`config.mk`:
```
export PLATFORM = sky130hd
export DESIGN_NAME = pwm_timer
export DESIGN_NICKNAME = d
export VERILOG_FILES = /design/src/rtl/pwmt_pkg.sv /design/src/rtl/pwmt_prescale.sv /design/src/rtl/pwmt_chan.sv /design/src/rtl/pwm_timer.sv
export SDC_FILE = /design/constraint.sdc
export NUM_CORES = 1
export LEC_CHECK = 0
export ABC_CLOCK_PERIOD_IN_PS = 7400
export BUFFER_PORTS_ARGS = -buffer_cell sky130_fd_sc_hd__buf_4
export CORE_MARGIN = 10
export CORE_UTILIZATION = 51
export CTS_BUF_LIST = sky130_fd_sc_hd__clkbuf_8
export DETAILED_ROUTE_END_ITERATION = 10
export GPL_ROUTABILITY_DRIVEN = 0
export MAX_ROUTING_LAYER = met4
export PLACE_DENSITY = 0.77
export SYNTH_ARGS = -nofsm -noshare
export SYNTH_HDL_FRONTEND = slang
export SYNTH_SLANG_ARGS = --single-unit
```
`constraint.sdc`:
```
create_clock -name clk -period 7.4 [get_ports clk]
set_input_delay 0.74 -clock clk [delete_from_list [all_inputs] [get_ports clk]]
set_output_delay 0.74 -clock clk [all_outputs]
set_load 0.02 [all_outputs]
```
`src/rtl/pwmt_pkg.sv`:
```
package pwmt_pkg;
    localparam int PRE_GROUPS  = 2;   // number of shared prescalers
    localparam int GRP0_LIMIT  = 2;   // channels below this index use prescaler 0
    localparam int A_PRESCALE  = 'h00;
    localparam int A_DIVSEL    = 'h04;
    localparam int A_CONTROL   = 'h08;
    localparam int SLOT_BASE   = 'h0C;
    localparam int SLOT_STRIDE = 12;
    localparam int OFS_PERIOD  = 0;
    localparam int OFS_THRESH  = 4;
    localparam int OFS_VIEW    = 8;
endpackage

```
`src/rtl/pwmt_prescale.sv`:
```
module pwmt_prescale #(
    parameter int PRE_W = 8
) (
    input  logic             clk,
    input  logic             rst_n,
    input  logic [PRE_W-1:0] limit,
    output logic             tick
);
    logic [PRE_W-1:0] cnt_d, cnt_q;

    always_comb begin
        tick  = (cnt_q >= limit);
        cnt_d = tick ? '0 : cnt_q + PRE_W'(1);
    end

    always_ff @(posedge clk or negedge rst_n) begin
        if (!rst_n) cnt_q <= '0;
        else        cnt_q <= cnt_d;
    end
endmodule

```
`src/rtl/pwmt_chan.sv`:
```
module pwmt_chan #(
    parameter int CNT_W     = 16,
    parameter int DIV_SEL_W = 4
) (
    input  logic                 clk,
    input  logic                 rst_n,
    input  logic                 pre_tick,
    input  logic [DIV_SEL_W-1:0] div_sel,
    input  logic                 run,
    input  logic                 load,
    input  logic                 repeat_en,
    input  logic [CNT_W-1:0]     buf_cnt,
    input  logic [CNT_W-1:0]     buf_cmp,
    output logic [CNT_W-1:0]     cnt,
    output logic [CNT_W-1:0]     cmp,
    output logic                 zero
);
    localparam int DIVC_W = (1 << DIV_SEL_W) - 1;

    typedef struct packed {
        logic [DIVC_W-1:0] div;
        logic [CNT_W-1:0]  cnt;
        logic [CNT_W-1:0]  cmp;
        logic              zero;
    } chan_st_t;

    chan_st_t st_d, st_q;
    logic [DIVC_W-1:0] mask;
    logic              tick;

    always_comb begin
        mask = (DIVC_W'(1) << div_sel) - DIVC_W'(1);
        tick = pre_tick && ((st_q.div & mask) == mask);
        st_d      = st_q;
        st_d.zero = 1'b0;
        if (pre_tick) st_d.div = st_q.div + DIVC_W'(1);
        if (load) begin
            st_d.cnt = buf_cnt;
            st_d.cmp = buf_cmp;
        end else if (run && tick) begin
            if (st_q.cnt != '0) begin
                st_d.cnt  = st_q.cnt - CNT_W'(1);
                st_d.zero = (st_q.cnt == CNT_W'(1));
            end else if (repeat_en) begin
                st_d.cnt = buf_cnt;
                st_d.cmp = buf_cmp;
            end
        end
    end

    always_ff @(posedge clk or negedge rst_n) begin
        if (!rst_n) st_q <= '0;
        else        st_q <= st_d;
    end

    assign cnt  = st_q.cnt;
    assign cmp  = st_q.cmp;
    assign zero = st_q.zero;
endmodule

```
`src/rtl/pwm_timer.sv`:
```
module pwm_timer #(
    parameter int NPWM      = 4,
    parameter int CNT_W     = 16,
    parameter int PRE_W     = 8,
    parameter int DIV_SEL_W = 4,
    parameter int ADDR_W    = 8,
    parameter int DATA_W    = 32
) (
    input  logic              clk,
    input  logic              rst_n,
    input  logic              bus_we,
    input  logic [ADDR_W-1:0] bus_addr,
    input  logic [DATA_W-1:0] bus_wdata,
    output logic [DATA_W-1:0] bus_rdata,
    output logic [NPWM-1:0]   pwm_out,
    output logic [NPWM:0]     zero_pulse
);
    import pwmt_pkg::*;

    localparam int NCH     = NPWM + 1;
    localparam int TMR     = NPWM;
    localparam int TMR_POS = 4 * NPWM + 4;

    typedef struct packed {
        logic [PRE_GROUPS*PRE_W-1:0]     prescale;
        logic [NCH*DIV_SEL_W-1:0]        divsel;
        logic [NCH-1:0]                  run;
        logic [NCH-1:0]                  load;
        logic [NCH-1:0]                  rpt;
        logic [NPWM-1:0]                 inv;
        logic [NCH-1:0][CNT_W-1:0]       pbuf;
        logic [NPWM-1:0][CNT_W-1:0]      tbuf;
    } regs_t;

    function automatic logic [ADDR_W-1:0] slot(input int ch, input int ofs);
        return ADDR_W'(SLOT_BASE + SLOT_STRIDE * ch + ofs);
    endfunction

    regs_t regs_d, regs_q;
    logic [NCH-1:0]            run_en, upd_en, rel_en;
    logic [NPWM-1:0]           inv_en;
    logic [NCH-1:0][CNT_W-1:0] cbuf_q;
    logic [NPWM-1:0][CNT_W-1:0] tbuf_q;
    logic [NCH-1:0][CNT_W-1:0] cnt_act, cmp_act;
    logic [PRE_GROUPS-1:0]     pre_tick;

    always_comb begin
        regs_d = regs_q;
        if (bus_we) begin
            if (bus_addr == ADDR_W'(A_PRESCALE))
                regs_d.prescale = bus_wdata[PRE_GROUPS*PRE_W-1:0];
            if (bus_addr == ADDR_W'(A_DIVSEL))
                regs_d.divsel = bus_wdata[NCH*DIV_SEL_W-1:0];
            if (bus_addr == ADDR_W'(A_CONTROL)) begin
                for (int i = 0; i < NPWM; i++) begin
                    regs_d.run[i]  = bus_wdata[4*i];
                    regs_d.load[i] = bus_wdata[4*i+1];
                    regs_d.inv[i]  = bus_wdata[4*i+2];
                    regs_d.rpt[i]  = bus_wdata[4*i+3];
                end
                regs_d.run[TMR]  = bus_wdata[TMR_POS];
                regs_d.load[TMR] = bus_wdata[TMR_POS+1];
                regs_d.rpt[TMR]  = bus_wdata[TMR_POS+2];
            end
            for (int i = 0; i < NCH; i++)
                if (bus_addr == slot(i, OFS_PERIOD)) regs_d.pbuf[i] = bus_wdata[CNT_W-1:0];
            for (int i = 0; i < NPWM; i++)
                if (bus_addr == slot(i, OFS_THRESH)) regs_d.tbuf[i] = bus_wdata[CNT_W-1:0];
        end
    end

    always_ff @(posedge clk or negedge rst_n) begin
        if (!rst_n) regs_q <= '0;
        else        regs_q <= regs_d;
    end

    always_comb begin
        bus_rdata = '0;
        if (bus_addr == ADDR_W'(A_PRESCALE)) bus_rdata = DATA_W'(regs_q.prescale);
        if (bus_addr == ADDR_W'(A_DIVSEL))   bus_rdata = DATA_W'(regs_q.divsel);
        if (bus_addr == ADDR_W'(A_CONTROL)) begin
            for (int i = 0; i < NPWM; i++) begin
                bus_rdata[4*i]   = regs_q.run[i];
                bus_rdata[4*i+1] = regs_q.load[i];
                bus_rdata[4*i+2] = regs_q.inv[i];
                bus_rdata[4*i+3] = regs_q.rpt[i];
            end
            bus_rdata[TMR_POS]   = regs_q.run[TMR];
            bus_rdata[TMR_POS+1] = regs_q.load[TMR];
            bus_rdata[TMR_POS+2] = regs_q.rpt[TMR];
        end
        for (int i = 0; i < NCH; i++) begin
            if (bus_addr == slot(i, OFS_PERIOD)) bus_rdata = DATA_W'(regs_q.pbuf[i]);
            if (bus_addr == slot(i, OFS_VIEW))   bus_rdata = DATA_W'(cnt_act[i]);
        end
        for (int i = 0; i < NPWM; i++)
            if (bus_addr == slot(i, OFS_THRESH)) bus_rdata = DATA_W'(regs_q.tbuf[i]);
        // the interval timer's threshold slot shows its live threshold, held at zero
        if (bus_addr == slot(TMR, OFS_THRESH)) bus_rdata = DATA_W'(cmp_act[TMR]);
    end

    assign run_en = regs_q.run;
    assign upd_en = regs_q.load;
    assign rel_en = regs_q.rpt;
    assign inv_en = regs_q.inv;
    assign cbuf_q = regs_q.pbuf;
    assign tbuf_q = regs_q.tbuf;

    for (genvar p = 0; p < PRE_GROUPS; p++) begin : g_pre
        pwmt_prescale #(.PRE_W(PRE_W)) u_pre (
            .clk   (clk),
            .rst_n (rst_n),
            .limit (regs_q.prescale[p*PRE_W +: PRE_W]),
            .tick  (pre_tick[p])
        );
    end

    for (genvar g = 0; g < NCH; g++) begin : g_ch
        logic [CNT_W-1:0] cmp_src;
        if (g < NPWM) begin : g_pwm
            assign cmp_src    = tbuf_q[g];
            assign pwm_out[g] = (cnt_act[g] > cmp_act[g]) ^ inv_en[g];
        end else begin : g_tmr
            assign cmp_src = '0;
        end
        pwmt_chan #(.CNT_W(CNT_W), .DIV_SEL_W(DIV_SEL_W)) u_chan (
            .clk       (clk),
            .rst_n     (rst_n),
            .pre_tick  (pre_tick[(g < GRP0_LIMIT) ? 0 : 1]),
            .div_sel   (regs_q.divsel[g*DIV_SEL_W +: DIV_SEL_W]),
            .run       (run_en[g]),
            .load      (upd_en[g]),
            .repeat_en (rel_en[g]),
            .buf_cnt   (cbuf_q[g]),
            .buf_cmp   (cmp_src),
            .cnt       (cnt_act[g]),
            .cmp       (cmp_act[g]),
            .zero      (zero_pulse[g])
        );
    end
endmodule

```
### Yosys cells after proc, flatten, opt, wreduce, memory -nomap -nowiden

Cells that the tools add are included.

| storage, ports and cells | value |
|---|---|
| register bits after elaboration | 455 |
| latch bits | 0 |
| RAM bits | 0 |
| memory bits (read-only) | 0 |
| output and inout port bits | 41 |
| word-level logic and storage cells | 215 |
| memories kept | 0 |

| cells by class | value |
|---|---|
| $add $sub $neg | 17 |
| $mul | 0 |
| div/mod/pow operators | 0 |
| $lt $le $gt $ge | 6 |
| equality and inequality tests | 32 |
| shift operators | 5 |
| muxes and demuxes | 56 |
| bitwise gates (word level) | 9 |
| reductions and logical operators | 53 |

Operators by type and width:

| operator | count |
|---|---|
| $mux 32 | 26 |
| $mux 16 | 12 |
| $mux 33 | 5 |
| $eq 16x1->1 const B | 5 |
| $reduce_bool 16->1 | 5 |
| $sub 16x1->16 const B | 5 |
| $add 15x1->15 const B | 5 |
| $and 15x15->15 | 5 |
| $eq 15x15->1 | 5 |
| $shl 1x4->15 const A | 5 |
| $sub 15x2->15 const B | 5 |
| $eq 8x6->1 const B | 8 |
| $gt 16x16->1 | 4 |
| $reduce_and 2->1 | 17 |
| $eq 8x5->1 const B | 4 |
| $reduce_bool 2->1 | 10 |
| $add 8x1->8 const B | 2 |
| $eq 8x4->1 const B | 2 |
| $eq 8x7->1 const B | 2 |
| $ge 8x8->1 | 2 |
| $mux 8 | 2 |
| $reduce_and 3->1 | 5 |
| $reduce_bool 3->1 | 5 |
| $logic_and 1x1->1 | 10 |
| other kinds (6) | 22 |

### Depth between registers and ports, before layout

| logic depth | value |
|---|---|
| word-level depth | 19 |
| gate-level depth with buffers | 16 |
| gate-level depth less buffers | 11 |

### Modules after synthesis

A second synthesis with hierarchy kept.

| second synthesis, totals | value |
|---|---|
| cells, all modules | 2823 |
| area total of the unflattened synthesis | 28702.5 µm² |

Modules (own cells, without submodules):

| module | instances | cells an instance | area an instance (µm²) |
|---|---|---|---|
| pwm_timer | 1 | 1128 | 12309.3 |
| pwmt_chan at g_ch[3].u_chan ... | 2 | 329 | 3139.3 |
| pwmt_chan at g_ch[0].u_chan ... | 2 | 309 | 3002.9 |
| pwmt_chan at g_ch[2].u_chan | 1 | 311 | 2997.9 |
| pwmt_prescale | 2 | 54 | 555.5 |

### Worst setup path before layout

No wires, ideal clock.

| timing path | value |
|---|---|
| path type | input-to-output |
| start | input bus_addr[5] |
| end | output bus_rdata[13] |
| arrival | 3017 ps |
| data required time | 6660 ps |
| setup slack | 3643 ps |
| cell stages on the path | 10 |
| path through | buf_2 > or4_1 > clkbuf_1 > nor2_4 > a22o_1 > a211oi_1 > and3_1 > a2111oi_2 > nor2_1 > o31ai_1 |

| between the ends | value |
|---|---|
| cells in the longest elaborated chain, start to end | 19 |

Ends and longest elaborated chain:

| what | line | text |
|---|---|---|
| from (decl) | pwm_timer.sv:12 | `input logic [ADDR_W-1:0] bus_addr,` |
| $logic_not 8->1 | pwm_timer.sv:79 | `if (bus_addr == ADDR_W'(A_PRESCALE)) bus_rdata = DATA_W'(regs_q.prescale);` |
| $mux 16 | pwm_timer.sv:79 |  |
| $mux 32 | pwm_timer.sv:80 | `if (bus_addr == ADDR_W'(A_DIVSEL)) bus_rdata = DATA_W'(regs_q.divsel);` |
| $mux 16 | pwm_timer.sv:81 | `if (bus_addr == ADDR_W'(A_CONTROL)) begin` |
| $mux 32 | pwm_timer.sv:93 | `if (bus_addr == slot(i, OFS_PERIOD)) bus_rdata = DATA_W'(regs_q.pbuf[i]);` |
| $mux 32 | pwm_timer.sv:94 | `if (bus_addr == slot(i, OFS_VIEW)) bus_rdata = DATA_W'(cnt_act[i]);` |
| $mux 32 | pwm_timer.sv:93 |  |
| $mux 32 | pwm_timer.sv:94 |  |
| $mux 32 | pwm_timer.sv:93 |  |
| $mux 32 | pwm_timer.sv:94 |  |
| $mux 32 | pwm_timer.sv:93 |  |
| $mux 32 | pwm_timer.sv:94 |  |
| $mux 32 | pwm_timer.sv:93 |  |
| $mux 32 | pwm_timer.sv:94 |  |
| $mux 32 (4 in a row) | pwm_timer.sv:97 | `if (bus_addr == slot(i, OFS_THRESH)) bus_rdata = DATA_W'(regs_q.tbuf[i]);` |
| $mux 32 * | pwm_timer.sv:99 | `if (bus_addr == slot(TMR, OFS_THRESH)) bus_rdata = DATA_W'(cmp_act[TMR]);` |
| to (decl) | pwm_timer.sv:14 | `output logic [DATA_W-1:0] bus_rdata,` |

Mark *: on every way between the ends. The rest lies on a longest branch, timed or not.

### Final worst setup path

| timing path | value |
|---|---|
| start | input bus_addr[2] |
| end | output bus_rdata[13] |

The elaborated chain is that of the path after synthesis.

==> flow_summary.yaml <==
routing:
  met1_length_mm: 30.72
  vias: 22030
  via_per_inst: 6.668
  routed-wl-met3_mm: 10.05
  drtPass1Iterations: 8
  antenna_left: 0
  drc: 0
  wl_mm: 80.56
  top_layer: "met4"
  wl_per_cell_um: 24.39
  drt_iter0_drc: 3626
  wl_met2_mm: 34.54
place:
  placed_area_sq_um: 26200
  dp_hpwl_mm: 56.88
  io_buffers: 65
timing:
  slew_violations: 0
  tightestPinTransition_ps: 1143
  period_share_pct: 68.85
  relSlewSlack_pct: 23.82
  finalSetupViolCount: 0
  fin_skew_ps: 41.69
  setup_tns_ps: 0
  period_needed_ps: 5095
  grt_setup_unrepaired: "false"
  hold_violations: 0
  max_freq_mhz: 196.3
finish:
  drive_gt1_share_pct: 17.48
  final_util_pct: 56.46
  seq_area_sq_um: 10990
  syn_to_final_growth_pct: 9.009
  fin_nets: 2727
  layout_commonest_cell: "dfrtp_1"
  final_cell_mix: "dfrtp_1, mux2_2, nand2_1, nor2_1"
  multiInputGateArea_sq_um: 13300
  design_area_sq_um: 27750
  fillCellCount: 4029
setup_path:
  startpoint_type: "primary input"
  worstPathMaxFanout: 26
  required_ps: 6660
  end_kind: "output pin"
  cp.arrival_ps: 4350
  critical_path_class: "in2out"
synthesis:
  ys_seq_area_share_pct: 43.15
  synth_area_sq_um: 25460
  synthArstFlopShare_pct: 100.0
  syn_inst: 2569
  synth_top_area_share_pct: 43.15
  synth-main-ff-cell: "dfrtp_1"
  yosysTopAreaCell: "dfrtp_1"
  synth_seq_cells: 439
  ys_warn_count: 0
  syn_avg_cell_area_sq_um: 9.909
  synth_edf_count: 0
  synthTopCellsByArea: "dfrtp_1, mux2_2, ha_1, a21oi_1, nand2_1"
  netlist-cell-type-count: 103
clock_tree:
  cts-buffers-inserted: 76
  cts_hold_buf: 0
  postCtsSetupRepairBufs: 0
  post_cts_resize_count: 0
  cts_tree: "done"
  clk_latency_ps: 680
  cts.path.max_buffers: 3
  htree_levels: 3
  clkTransAtPathRegs_ps: 60
  clkSinkCount: 439
  cts_root_buffer: "clkbuf_8"
global_routing:
  grt_pass1_vias: 20940
  overflow: 0
  grt_use_total_pct: 27.24
  grt_max_degree: 189
  antenna_found_initial: 6
  grt_pass1_wl_mm: 123.8
floorplan:
  start_util_pct: 51.79
  fp.dieH_um: 243.4
  fp.dieArea_sq_um: 59250
  die_x_um: 243.4
  core_sq_um: 49150
  boundaryPins: 84
  rows: 81
status:
  status: "complete, no violations"
run:
  max-cap-violations: 0
pwr:
  vdd_ir_drop_max_uv: 177.0
  power_per_cell_area_nw_per_um2: 294.2
  leakage_nw: 12.53
min_path:
  hold_class: "in2async"
kinds of logic (layout without fill, tap and decap cells):
family,after synthesis,after routing,share of synthesized area (%)
xor gates and xnor gates,100,100,3.440
adders and majority gates,107,107,5.259
other,1,16,0.01473
and+or+nand+nor,773,773,16.02
muxes,246,246,10.81
AOI/OAI and AO/OA,622,622,16.55
DFF,439,439,43.15
buffers and inverters,281,336,4.753
power by group:
group          total (mW)  leakage (nW)  internal (mW)  switching (mW)
combinational        2.44          5.73           1.03            1.41
clock                2.27         0.853           1.21            1.06
sequential           3.45          5.95           2.75           0.708
total                8.16          12.5           4.99            3.18
state kept, by name, summed over array words and instances (netlist names):
name	cells
inv_en	4
g_ch.u_chan.st_q	75
upd_en	5
g_ch.u_chan.zero	5
g_ch.cmp_src	64
g_ch.u_chan.cmp	64
cbuf_q	80
g_pre.u_pre.cnt_q	16
rel_en	5
run_en	5
regs_q	36
g_ch.u_chan.cnt	80
Yosys cell counts, drive strengths merged (12+ instances only):
library cell / instances
a221oi: 23
buf: 77
nor4: 32
and3: 34
inv: 123
o221ai: 17
nand4: 48
o22ai: 40
nand3: 97
a31oi: 20
dfrtp: 439
a21o: 18
nor2b: 14
o21a: 19
a22oi: 18
or3: 27
o21ai: 155
xor2: 35
and2: 14
or4: 18
a211oi: 14
nand2b: 17
nor2: 172
o32ai: 14
ha: 107
a221o: 15
mux2: 231
xnor2: 65
mux2i: 15
clkbuf: 80
a21oi: 145
nand2: 175
nand3b: 12
nor4b: 14
nor3: 63
routing by layer:
layer  vias to the layer above  track usage, %
met4                         0           16.10
li1                       9514               -
met3                       380           7.746
met1                     10650           34.03
met2                      1478           38.81
met5                         -               -
area by class of cell:
cell class	count	area share, %
clock inverter	36	0.7214
tap	664	2.994
timing repair buffer	79	2.209
multi-input combinational	1857	47.94
inverter	124	1.677
sequential	439	39.59
clock buffer	97	4.811
antenna	7	0.06312
through the flow:
step	cells	total power, mW	hold WS [ps]	worst slack (ps)
2_1_floorplan	2577	5.005	442.4	3643
3_3_place_gp	3163	5.699	463.4	2611
3_5_place_dp	3163	5.828	463.3	2518
4_1_cts	3296	8.105	191.9	2508
5_1_grt	3302	8.594	267.6	2285
6_report	3303	8.163	183.0	2305
worst max-delay path, cell delays in order:
cell	delay [ps]
buf_4	310
or4b_1	690
nor2_1	790
a221oi_1	210
and3_1	230
a2111oi_2	470
nor2_1	100
o31ai_1	540
buf_4	250
final timing paths:
| kind | startpoint | endpoint | slack [ps] | cells past startpoint |
|---|---|---|---|---|
| setup / recovery | bus_addr[2] | bus_rdata[13] | 2310 | 9 |
| hold / removal | rst_n | regs_q[179]$_DFFE_PN0P_ | 180 | 1 |
| setup reg to reg | regs_q[178]$_DFFE_PN0P_ | g_ch[3].u_chan.cmp[7]$_DFFE_PN0P_ | 3320 | 10 |
| hold reg to reg | g_ch[1].u_chan.st_q[37]$_DFFE_PN0N_ | g_ch[1].u_chan.st_q[37]$_DFFE_PN0N_ | 480 | 1 |
| max in group asynchronous | rst_n | g_ch[3].u_chan.cnt[1]$_DFFE_PN0P_ | 5590 | 2 |
| min in group clk | bus_wdata[19] | regs_q[182]$_DFFE_PN0P_ | 310 | 2 |
Note: power is estimated with default switching activity, not from simulation.
